--- config.mk ---
export PLATFORM = sky130hd
export DESIGN_NAME = sacc_top
export DESIGN_NICKNAME = d
export VERILOG_FILES = /design/src/rtl/sacc_pkg.sv /design/src/rtl/sacc_edge.sv /design/src/rtl/sacc_ctrl.sv /design/src/rtl/sacc_datapath.sv /design/src/rtl/sacc_top.sv
export SDC_FILE = /design/constraint.sdc
export NUM_CORES = 1
export LEC_CHECK = 0
export BUFFER_PORTS_ARGS = -buffer_cell sky130_fd_sc_hd__buf_2
export CORE_MARGIN = 2
export CORE_UTILIZATION = 54
export CTS_CLUSTER_SIZE = 14
export DETAILED_ROUTE_END_ITERATION = 8
export PLACE_DENSITY = 0.82
export SETUP_SLACK_MARGIN = 0.5
export SLEW_MARGIN = 20
export SYNTH_ARGS = -nofsm -noshare
export SYNTH_HDL_FRONTEND = slang
export SYNTH_SLANG_ARGS = --single-unit
export TNS_END_PERCENT = 30
--- constraint.sdc ---
create_clock -name clk_i -period 2.3 [get_ports clk_i]
set_input_delay 0.69 -clock clk_i [delete_from_list [all_inputs] [get_ports clk_i]]
set_output_delay 0.69 -clock clk_i [all_outputs]
set_load 0.01 [all_outputs]
--- src/rtl/sacc_pkg.sv ---
package sacc_pkg;
  typedef enum logic {
    ST_IDLE = 1'b0,
    ST_RUN  = 1'b1
  } sacc_state_e;
endpackage

--- src/rtl/sacc_edge.sv ---
module sacc_edge #(
  parameter bit TRIG_FALLING = 1'b0
) (
  input  logic clk_i,
  input  logic rst_ni,
  input  logic start_i,
  output logic trig_o
);
  logic start_q;

  always_ff @(posedge clk_i or negedge rst_ni) begin
    if (!rst_ni) start_q <= 1'b0;
    else         start_q <= start_i;
  end

  generate
    if (TRIG_FALLING) begin : g_fall
      assign trig_o = start_q & ~start_i;
    end else begin : g_rise
      assign trig_o = start_i & ~start_q;
    end
  endgenerate
endmodule

--- src/rtl/sacc_ctrl.sv ---
module sacc_ctrl
  import sacc_pkg::*;
#(
  parameter int CNT_W = 8
) (
  input  logic             clk_i,
  input  logic             rst_ni,
  input  logic             trig_i,
  input  logic [CNT_W-1:0] count_i,
  output logic             busy_o,
  output logic             clr_o,
  output logic             add_o,
  output logic             done_o,
  output logic [CNT_W-1:0] rem_o
);
  sacc_state_e      state_q;
  logic [CNT_W-1:0] rem_q;
  logic             done_q;
  logic             launch;

  assign launch = (state_q == ST_IDLE) && trig_i;

  always_ff @(posedge clk_i or negedge rst_ni) begin
    if (!rst_ni) begin
      state_q <= ST_IDLE;
      rem_q   <= '0;
      done_q  <= 1'b0;
    end else begin
      done_q <= 1'b0;
      case (state_q)
        ST_IDLE: begin
          if (launch) begin
            if (count_i == '0) begin
              done_q <= 1'b1;
            end else begin
              state_q <= ST_RUN;
              rem_q   <= count_i;
            end
          end
        end
        ST_RUN: begin
          rem_q <= rem_q - 1'b1;
          if (rem_q == CNT_W'(1)) begin
            state_q <= ST_IDLE;
            done_q  <= 1'b1;
          end
        end
        default: state_q <= ST_IDLE;
      endcase
    end
  end

  assign busy_o = (state_q == ST_RUN);
  assign clr_o  = launch;
  assign add_o  = (state_q == ST_RUN);
  assign done_o = done_q;
  assign rem_o  = rem_q;
endmodule

--- src/rtl/sacc_datapath.sv ---
module sacc_datapath #(
  parameter int DATA_W = 8,
  parameter int SUM_W  = 16
) (
  input  logic              clk_i,
  input  logic              rst_ni,
  input  logic              clr_i,
  input  logic              add_i,
  input  logic [DATA_W-1:0] data_i,
  output logic [SUM_W-1:0]  sum_o
);
  logic [SUM_W-1:0] sum_q;

  always_ff @(posedge clk_i or negedge rst_ni) begin
    if (!rst_ni)    sum_q <= '0;
    else if (clr_i) sum_q <= '0;
    else if (add_i) sum_q <= sum_q + SUM_W'(data_i);
  end

  assign sum_o = sum_q;
endmodule

--- src/rtl/sacc_top.sv ---
module sacc_top #(
  parameter int DATA_W       = 8,
  parameter int CNT_W        = 8,
  parameter int SUM_W        = 16,
  parameter bit TRIG_FALLING = 1'b0
) (
  input  logic              clk_i,
  input  logic              rst_ni,
  input  logic              start_i,
  input  logic [CNT_W-1:0]  count_i,
  input  logic [DATA_W-1:0] data_i,
  output logic              end_o,
  output logic [SUM_W-1:0]  sum_o
);
  logic             trig;
  logic             busy;
  logic             clr;
  logic             add;
  logic [CNT_W-1:0] rem;

  sacc_edge #(.TRIG_FALLING(TRIG_FALLING)) u_edge (
    .clk_i  (clk_i),
    .rst_ni (rst_ni),
    .start_i(start_i),
    .trig_o (trig)
  );

  sacc_ctrl #(.CNT_W(CNT_W)) u_ctrl (
    .clk_i  (clk_i),
    .rst_ni (rst_ni),
    .trig_i (trig),
    .count_i(count_i),
    .busy_o (busy),
    .clr_o  (clr),
    .add_o  (add),
    .done_o (end_o),
    .rem_o  (rem)
  );

  sacc_datapath #(.DATA_W(DATA_W), .SUM_W(SUM_W)) u_dp (
    .clk_i (clk_i),
    .rst_ni(rst_ni),
    .clr_i (clr),
    .add_i (add),
    .data_i(data_i),
    .sum_o (sum_o)
  );
endmodule

# Word-level counts from Yosys, hierarchy flattened
# Cells that the tools add are included.
[word_totals] ff_bits=27 latchBits=0 mem_bits_rw=0 romBits=0 inputBits=19 out_inout_bits=17 word_cells=30 memories=0
[classes] add_sub_neg=2 mul=0 div=0 n_lt_le_gt_ge=0 eq_ne=3 shift=0 mux=13 bitwise_logic=3 n_reduce_logical=4
[ops] cell="$mux 16" count=2
[ops] cell="$add 16x8->16" count=1
[ops] cell="$mux 8" count=2
[ops] cell="$pmux 8 s2" count=1
[ops] cell="$eq 8x1->1 const B" count=1
[ops] cell="$logic_not 8->1" count=1
[ops] cell="$sub 8x1->8 const B" count=1
[ops] cell="$mux 1" count=6
[ops] cell="$ne 2x2->1 const B" count=2
[ops] cell="$pmux 1 s2" count=2
[ops] cell="$not 1->1" count=2
[ops] cell="$reduce_and 2->1" count=1
[ops] cell="$reduce_bool 2->1" count=1
[ops] cell="$and 1x1->1" count=1
[ops] cell="$logic_and 1x1->1" count=1

# Logic depth before layout (Yosys ltp)
# Gate-level depths: netlist (run 1).
[logic_depth] depth_word=5 ltp_mapped=8 ltp_nobuf=8

# Cells and area by module
# A second synthesis (run 1) with hierarchy kept.
[unflattened] hier_cells=195 area_unflattened_um2=1818.0
[by_module_without_submodules] mod="sacc_datapath" instances=1 cells_each=131 area_per_inst_um2=1181.1 seq_area_each_um2=400.4
[by_module_without_submodules] mod="sacc_ctrl" instances=1 cells_each=62 area_per_inst_um2=598.1 seq_area_each_um2=250.2
[by_module_without_submodules] mod="sacc_edge" instances=1 cells_each=2 area_per_inst_um2=38.8 seq_area_each_um2=25.0

# Worst setup path after synthesis (run 1)
# Ideal clock, no wire load.
[synth_timing] kind="input to register" start="input port data_i[0]" end="register u_dp.sum_q[8], in the netlist u_dp.sum_o[8]" setup_time_ns=0.080 arrival_ns=2.008 required_ns=2.220 path_slack_ns=0.212 stages=8 path_buffers=0 path_cell_list="ha_1 -> inv_1 -> fa_1 -> nor2b_1 -> o2111ai_1 -> nand2_1 -> a41o_1 -> mux2i_1"
[synth_between] elab_chain_len=3
[synth_lines] item="start: declaration" line_no="sacc_top.sv:11" text="input logic [DATA_W-1:0] data_i,"
[synth_lines] item="$add 16x8->16" line_no="sacc_datapath.sv:17" text="else if (add_i) sum_q <= sum_q + SUM_W'(data_i);"
[synth_lines] item="$mux 16" line_no="sacc_datapath.sv:17"
[synth_lines] item="$mux 16" line_no="sacc_datapath.sv:16" text="else if (clr_i) sum_q <= '0;"
[synth_lines] item="end signal: assignment" line_no="sacc_datapath.sv:17"
[synth_lines] item="end: declaration" line_no="sacc_datapath.sv:12" text="logic [SUM_W-1:0] sum_q;"
# Every way passes these cells. The select of a mux whose other input is x is not followed.
# A chain may end at the register's enable or synchronous reset.

# Final worst setup path (run 1)
# Same ends and word-level chain as after synthesis.

==> flow_summary.json, run 1 <==
{
  "status": "finished, final reports clean",
  "path_clk_slew_ns": 0.15,
  "period_needed_ns": 1.83,
  "grt_util_met1_pct": 30.6,
  "clock-skew-final_ns": 0.00469,
  "grt_pass1_wl_um": 6480,
  "critPathLaunch": "data_i[0]",
  "maxSlewViolCount": 0,
  "synth.most_common_cell": "nand2_1",
  "endpoint": "u_dp.sum_o[8]",
  "slew_headroom_pct": 60.7,
  "fmax_mhz": 546,
  "wire_per_inst_um": 15.6,
  "hold_class": "input port to asynchronous set/reset pin",
  "netlist_instances": 178,
  "layout.nets": 248,
  "critPathSlowestCell": "fa_2",
  "max-cap-violations": 0,
  "critPathCaptureType": "register",
  "max_slew.worst_pin.slew_ns": 0.589,
  "clockRootBuffer": "clkbuf_4",
  "synth_area_leaders": "dfrtp_1, ha_1, nand2_1, o21ai_0, mux2i_1",
  "synthFlopType": "dfrtp_1",
  "yosysWarnings": 0,
  "r2r_cells": 8,
  "final_cell_area_um2": 1930,
  "numPortBuffers": 35,
  "arrival_ns": 2.11,
  "tns_ns": 0,
  "n_fill_cell": 220,
  "cpPeakStageDelay_ns": 0.37,
  "synth_area_leader_cell": "dfrtp_1",
  "synth_top_area_share_pct": 41.3,
  "grtUsageMet2_pct": 41.0,
  "dpl.hpwl_um": 2910,
  "ys_ff_latch": 27,
  "synth_cell_type_count": 35,
  "finalCritPeriodShare_pct": 79.7,
  "holdWs_ns": 0.323,
  "antenna_found_initial": 0,
  "setup_viol": 0,
  "synthTopCellsByCount": "nand2_1, dfrtp_1, o21ai_0",
  "drc": 0,
  "syn_area_um2": 1630,
  "grt_usage_pct": 24.4,
  "postSynth.asyncResetShare_pct": 100,
  "pre_cts_ws_ns": 0.0500,
  "power_w": 0.00255,
  "p_per_area_nw_per_um2": 1320,
  "rsz0062_at_grt": "true",
  "startpoint_type": "input port",
  "rrSetupSlack_ns": 0.49,
  "crit_fanout": 3,
  "die_y_um": 59.0,
  "cp.depth": 9,
  "clock-sinks": 27,
  "yosysSeqAreaShare_pct": 41.3,
  "dieArea_um2": 3480,
  "cts_tree": "done",
  "coreArea_um2": 2810,
  "initial_core_util_pct": 58.3,
  "crit_type": "input port to register",
  "drt-vias-per-instance": 6.02,
  "antenna_left": 0,
  "synthToLayoutAreaGrowth_pct": 18.4,
  "grt_pass1_vias": 1493,
  "first_pass_iters": 4,
  "cp_top_family": "adder cells",
  "cts_buffers": 3,
  "synth_edf_count": 0,
  "drive_gt1_share_pct": 24.9,
  "die-width_um": 59.0,
  "required_ns": 2.58,
  "overflow": 0,
  "globalplace.congestion": 0.954,
  "path_cells": "buf_2, ha_4, inv_2, fa_2, nor2b_4, o2111ai_2, nand2_1, a41o_1, mux2i_1",
  "num_rows": 19,
  "clkLatencyLatePin_ns": 0.34,
  "synth_nets": 208,
  "h-tree-depth": 1,
  "r2r_end": "u_dp.sum_o[8]",
  "irDropWorstVdd_v": 0.000603,
  "grt_max_degree": 28,
  "drt_iter0_drc": 30,
  "top_usage_layer": "met2",
  "place_area_um2": 1860,
  "avgSynthCellArea_um2": 9.18,
  "diodes": 0,
  "finalWorstSetupSlack_ns": 0.467,
  "reg2reg_from": "u_dp.sum_o[0]",
  "cts_max_path_buffers": 2,
  "hold_viol_final": 0,
  "vias": 1492,
  "met3_usage_pct": 3.93,
  "path_buf_inv": 2,
  "leakagePower_nw": 0.952,
  "drt_wl_total_um": 3880,
  "ctsHoldBuffers": 0,
  "pin_count": 36
}
worst min-delay path by stage:
stage               slack (ns)  cells after the start            from         endpoint
detailed placement        0.49                      1  u_dp.sum_o[15]   u_dp.sum_o[15]
finish                    0.32                      1          rst_ni    u_dp.sum_o[4]
CTS                       0.35                      1          rst_ni    u_dp.sum_o[1]
global route              0.36                      1          rst_ni  u_ctrl.rem_o[4]
floorplan                 0.39                      0          rst_ni     u_ctrl.add_o
global placement          0.48                      1  u_dp.sum_o[14]   u_dp.sum_o[14]
flip-flops by register name, indices dropped and copies added, names as in the netlist:
signal	count
u_edge.start_q	1
u_ctrl.add_o	1
u_ctrl.rem_o	8
u_dp.sum_o	16
u_ctrl.done_o	1
report_power, final:
group          switching [W]  internal, W
clock               0.000153    0.0000668
sequential          0.000208     0.000682
combinational       0.000817     0.000628
through the flow:
step | util, % | cells
after floorplan | - | 178
after CTS | 68.5 | 248
after global routing | 69.0 | 248
after detailed placement | 66.3 | 242
final | 69.0 | 248
after global placement | 66.3 | 242
what timing repair did:
action | 4_1_cts | 5_1_grt
buffers inserted | 2 | 0
pin swaps | 3 | 1
gates resized for setup | 3 | 4
endpoints found under the setup margin | 9 | 10
cell usage in the layout, fill, tap and decap left out, types with 2 or more instances in the layout:
cell type,Yosys,layout
and3_1,4,4
o211ai_1,5,5
o31ai_1,2,2
inv_1,10,9
nor2_1,6,6
nand3_1,11,10
o21ai_0,14,13
a21o_1,2,2
a21oi_1,11,10
nand2_1,29,29
buf_4,0,4
xor2_1,4,4
o211a_1,2,2
a21oi_2,2,2
nor3_1,5,5
mux2i_1,6,6
nor4_1,2,2
xnor2_1,4,4
dfrtp_1,27,27
buf_2,3,35
ha_1,10,9
clkbuf_4,0,3
nand4_1,4,4
cells by family (layout without fill, tap and decap cells):
kind of cell	Yosys count	after routing	synth area share [%]
AND/OR/NAND/NOR	65	65	18.4
AO/OA/AOI/OAI	47	47	20.0
flip-flops	27	27	41.3
buffers and inverters	14	53	3.45
adder cells (fa/ha/maj)	11	11	8.88
XOR/XNOR	8	8	4.29
multiplexers	6	6	3.68
area by class of cell:
class / instances / area (um2) / area share (%)
timing repair buffer: 39 / 205 / 10.6
inverter: 10 / 37.5 / 1.94
tap: 31 / 38.8 / 2.01
clock buffer: 3 / 22.5 / 1.16
multi-input combinational: 137 / 947 / 49.0
sequential: 27 / 676 / 34.9
clock inverter: 1 / 7.51 / 0.388
layer usage:
metal | wire (um) | vias to the layer above
li1 | - | 724
met1 | 1710 | 708
met2 | 1920 | 49
met3 | 166 | 11
met4 | 84 | 0
met5 | 0 | -
No activity file was read; power rests on OpenSTA's default activity.
==> run 2, diff against run 1 <==
Clock period 2.3 ns to 1.7 ns, I/O delays scaled along.
==> run 2 against run 1 <==
Against the previous run:
- first-iteration DRC count increased by 43%
- register-to-register slack got worse by 0.55 ns
- combinational power increased by 65%
- sequential cell count unchanged
- critical path depth decreased by 1
- the run now ends with negative setup slack left
- final cell count increased by 6.0%
- clock skew increased by 0.0040 ns
- largest cell class unchanged
==> flow_summary.json, run 2 (synthesis results as in run 1) <==
{
  "finalWorstSetupSlack_ns": -0.0642,
  "initial_core_util_pct": 58.3,
  "drt_wl_total_um": 4140,
  "violations": "negative setup slack",
  "p_per_area_nw_per_um2": 1740,
  "multi_input_area_um2": 1100,
  "layout_common_cells": "buf_2, nand2_1, dfrtp_1, buf_4",
  "numPortBuffers": 35,
  "mostFrequentLayoutCell": "buf_2",
  "required_ns": 1.96,
  "cts_buffers": 3,
  "clockRootBuffer": "clkbuf_4",
  "seq_area_um2": 678,
  "dieArea_um2": 3480,
  "layout.nets": 263,
  "dpl.hpwl_um": 2910,
  "die-width_um": 59.0,
  "slew_headroom_pct": 58.6,
  "grt_max_degree": 28,
  "synthToLayoutAreaGrowth_pct": 37.2,
  "drt_iter0_drc": 43,
  "antenna_found_initial": 0,
  "setup_viol": 6,
  "crit_fanout": 2,
  "pin_count": 36,
  "cts_max_path_buffers": 2,
  "clock-sinks": 27,
  "max_slew.worst_pin.slew_ns": 0.620,
  "fmax_mhz": 567,
  "place_area_um2": 2000,
  "irDropWorstVdd_v": 0.000850,
  "clock-skew-final_ns": 0.00873,
  "globalplace.congestion": 0.868,
  "overflow": 0,
  "grt_usage_pct": 24.9,
  "drive_gt1_share_pct": 38.8,
  "rrSetupSlack_ns": -0.06,
  "critPathCaptureType": "register",
  "drt-vias-per-instance": 5.91,
  "n_fill_cell": 166,
  "crit_type": "register to register",
  "finalCritPeriodShare_pct": 104,
  "startpoint_type": "register",
  "grt_pass1_wl_um": 6600,
  "hold_viol_final": 0,
  "maxSlewViolCount": 0,
  "grt_pass1_vias": 1497,
  "final_cell_area_um2": 2240,
  "hold_class": "input port to asynchronous set/reset pin",
  "drc": 0,
  "diodes": 0,
  "num_rows": 19,
  "antenna_left": 0,
  "die_y_um": 59.0,
  "clkLatencyLatePin_ns": 0.32,
  "rsz0062_at_grt": "true",
  "max-cap-violations": 0,
  "wire_per_inst_um": 15.8,
  "vias": 1555,
  "holdWs_ns": 0.170,
  "first_pass_iters": 4,
  "coreArea_um2": 2810,
  "h-tree-depth": 1,
  "status": "finished with violations",
  "period_needed_ns": 1.76,
  "path_clk_slew_ns": 0.15,
  "largest_reg_flops": 16,
  "cts_tree": "done",
  "arrival_ns": 2.02,
  "leakagePower_nw": 1.06,
  "ctsHoldBuffers": 0
}
==> run 2: cell types whose count changed in the layout (fill, tap and decap cells not counted), moves of 3 or more <==
cell / before / now
o21ai_1: 1 / 6
buf_4: 4 / 15
nand2_1: 29 / 26
buf_2: 35 / 31
nor3_1: 5 / 2
buf_6: 0 / 6
o21ai_0: 13 / 8
nand2_2: 0 / 3
==> run 2: metrics by stage <==
stage          util [%]  total power, W  cells  setup TNS (ns)  worst slack [ns]
2_1_floorplan         -         0.00251    178          -0.305            -0.105
4_1_cts            77.2         0.00370    263          -0.230           -0.0650
3_3_place_gp       71.5         0.00309    258           -2.42            -0.260
3_5_place_dp       71.5         0.00322    258           -3.07            -0.313
5_1_grt            79.9         0.00423    263           -1.05            -0.157
6_report           79.9         0.00391    263          -0.156           -0.0642
==> run 2: final cells by class <==
class | instances | share of cell area (%)
Multi-Input combinational cell | 137 | 48.9
Sequential cell | 27 | 30.2
Timing Repair Buffer | 54 | 16.3
Tap cell | 31 | 1.73
Inverter | 10 | 1.67
Clock buffer | 4 | 1.17
==> run 2: worst paths after layout <==
kind	depth (start not counted)	startpoint	end
max in group asynchronous	1	rst_ni	u_ctrl.rem_o[3]
min in group clk_i	1	start_i	u_edge.start_q
max reg2reg	8	u_dp.sum_o[0]	u_dp.sum_o[8]
min reg2reg	1	u_dp.sum_o[15]	u_dp.sum_o[15]
max	8	u_dp.sum_o[0]	u_dp.sum_o[8]
min	1	rst_ni	u_dp.sum_o[6]
==> run 2: metal layers <==
| layer | track usage, % | part of all wire [%] |
|---|---|---|
| met2 | 46.7 | 54 |
| met3 | 3.49 | 3.5 |
| met4 | 7.79 | 2.3 |
| met1 | 29.1 | 40 |
| met5 | 0 | 0 |
==> run 2: timing repair <==
action                                  CTS  global route
gates resized for setup                  28            19
endpoints found under the setup margin   42            43
setup buffers                             1             0
pin swaps                                20            14
hold endpoints to repair                  0             0
==> run 2: critical path, stage by stage, from the launching register on <==
cell,delay (ns)
dfrtp_1,0.43
ha_4,0.15
inv_2,0.03
fa_2,0.36
nor2b_4,0.16
o2111ai_4,0.13
nand2_2,0.11
a41o_1,0.16
mux2i_1,0.17
==> run 2: power by group <==
part / internal (W) / total, W / switching, W / leakage, nW
Combinational: 0.00114 / 0.00237 / 0.00123 / 0.722
Clock: 0.0000918 / 0.000284 / 0.000192 / 0.0150
Sequential: 0.000927 / 0.00125 / 0.000325 / 0.327
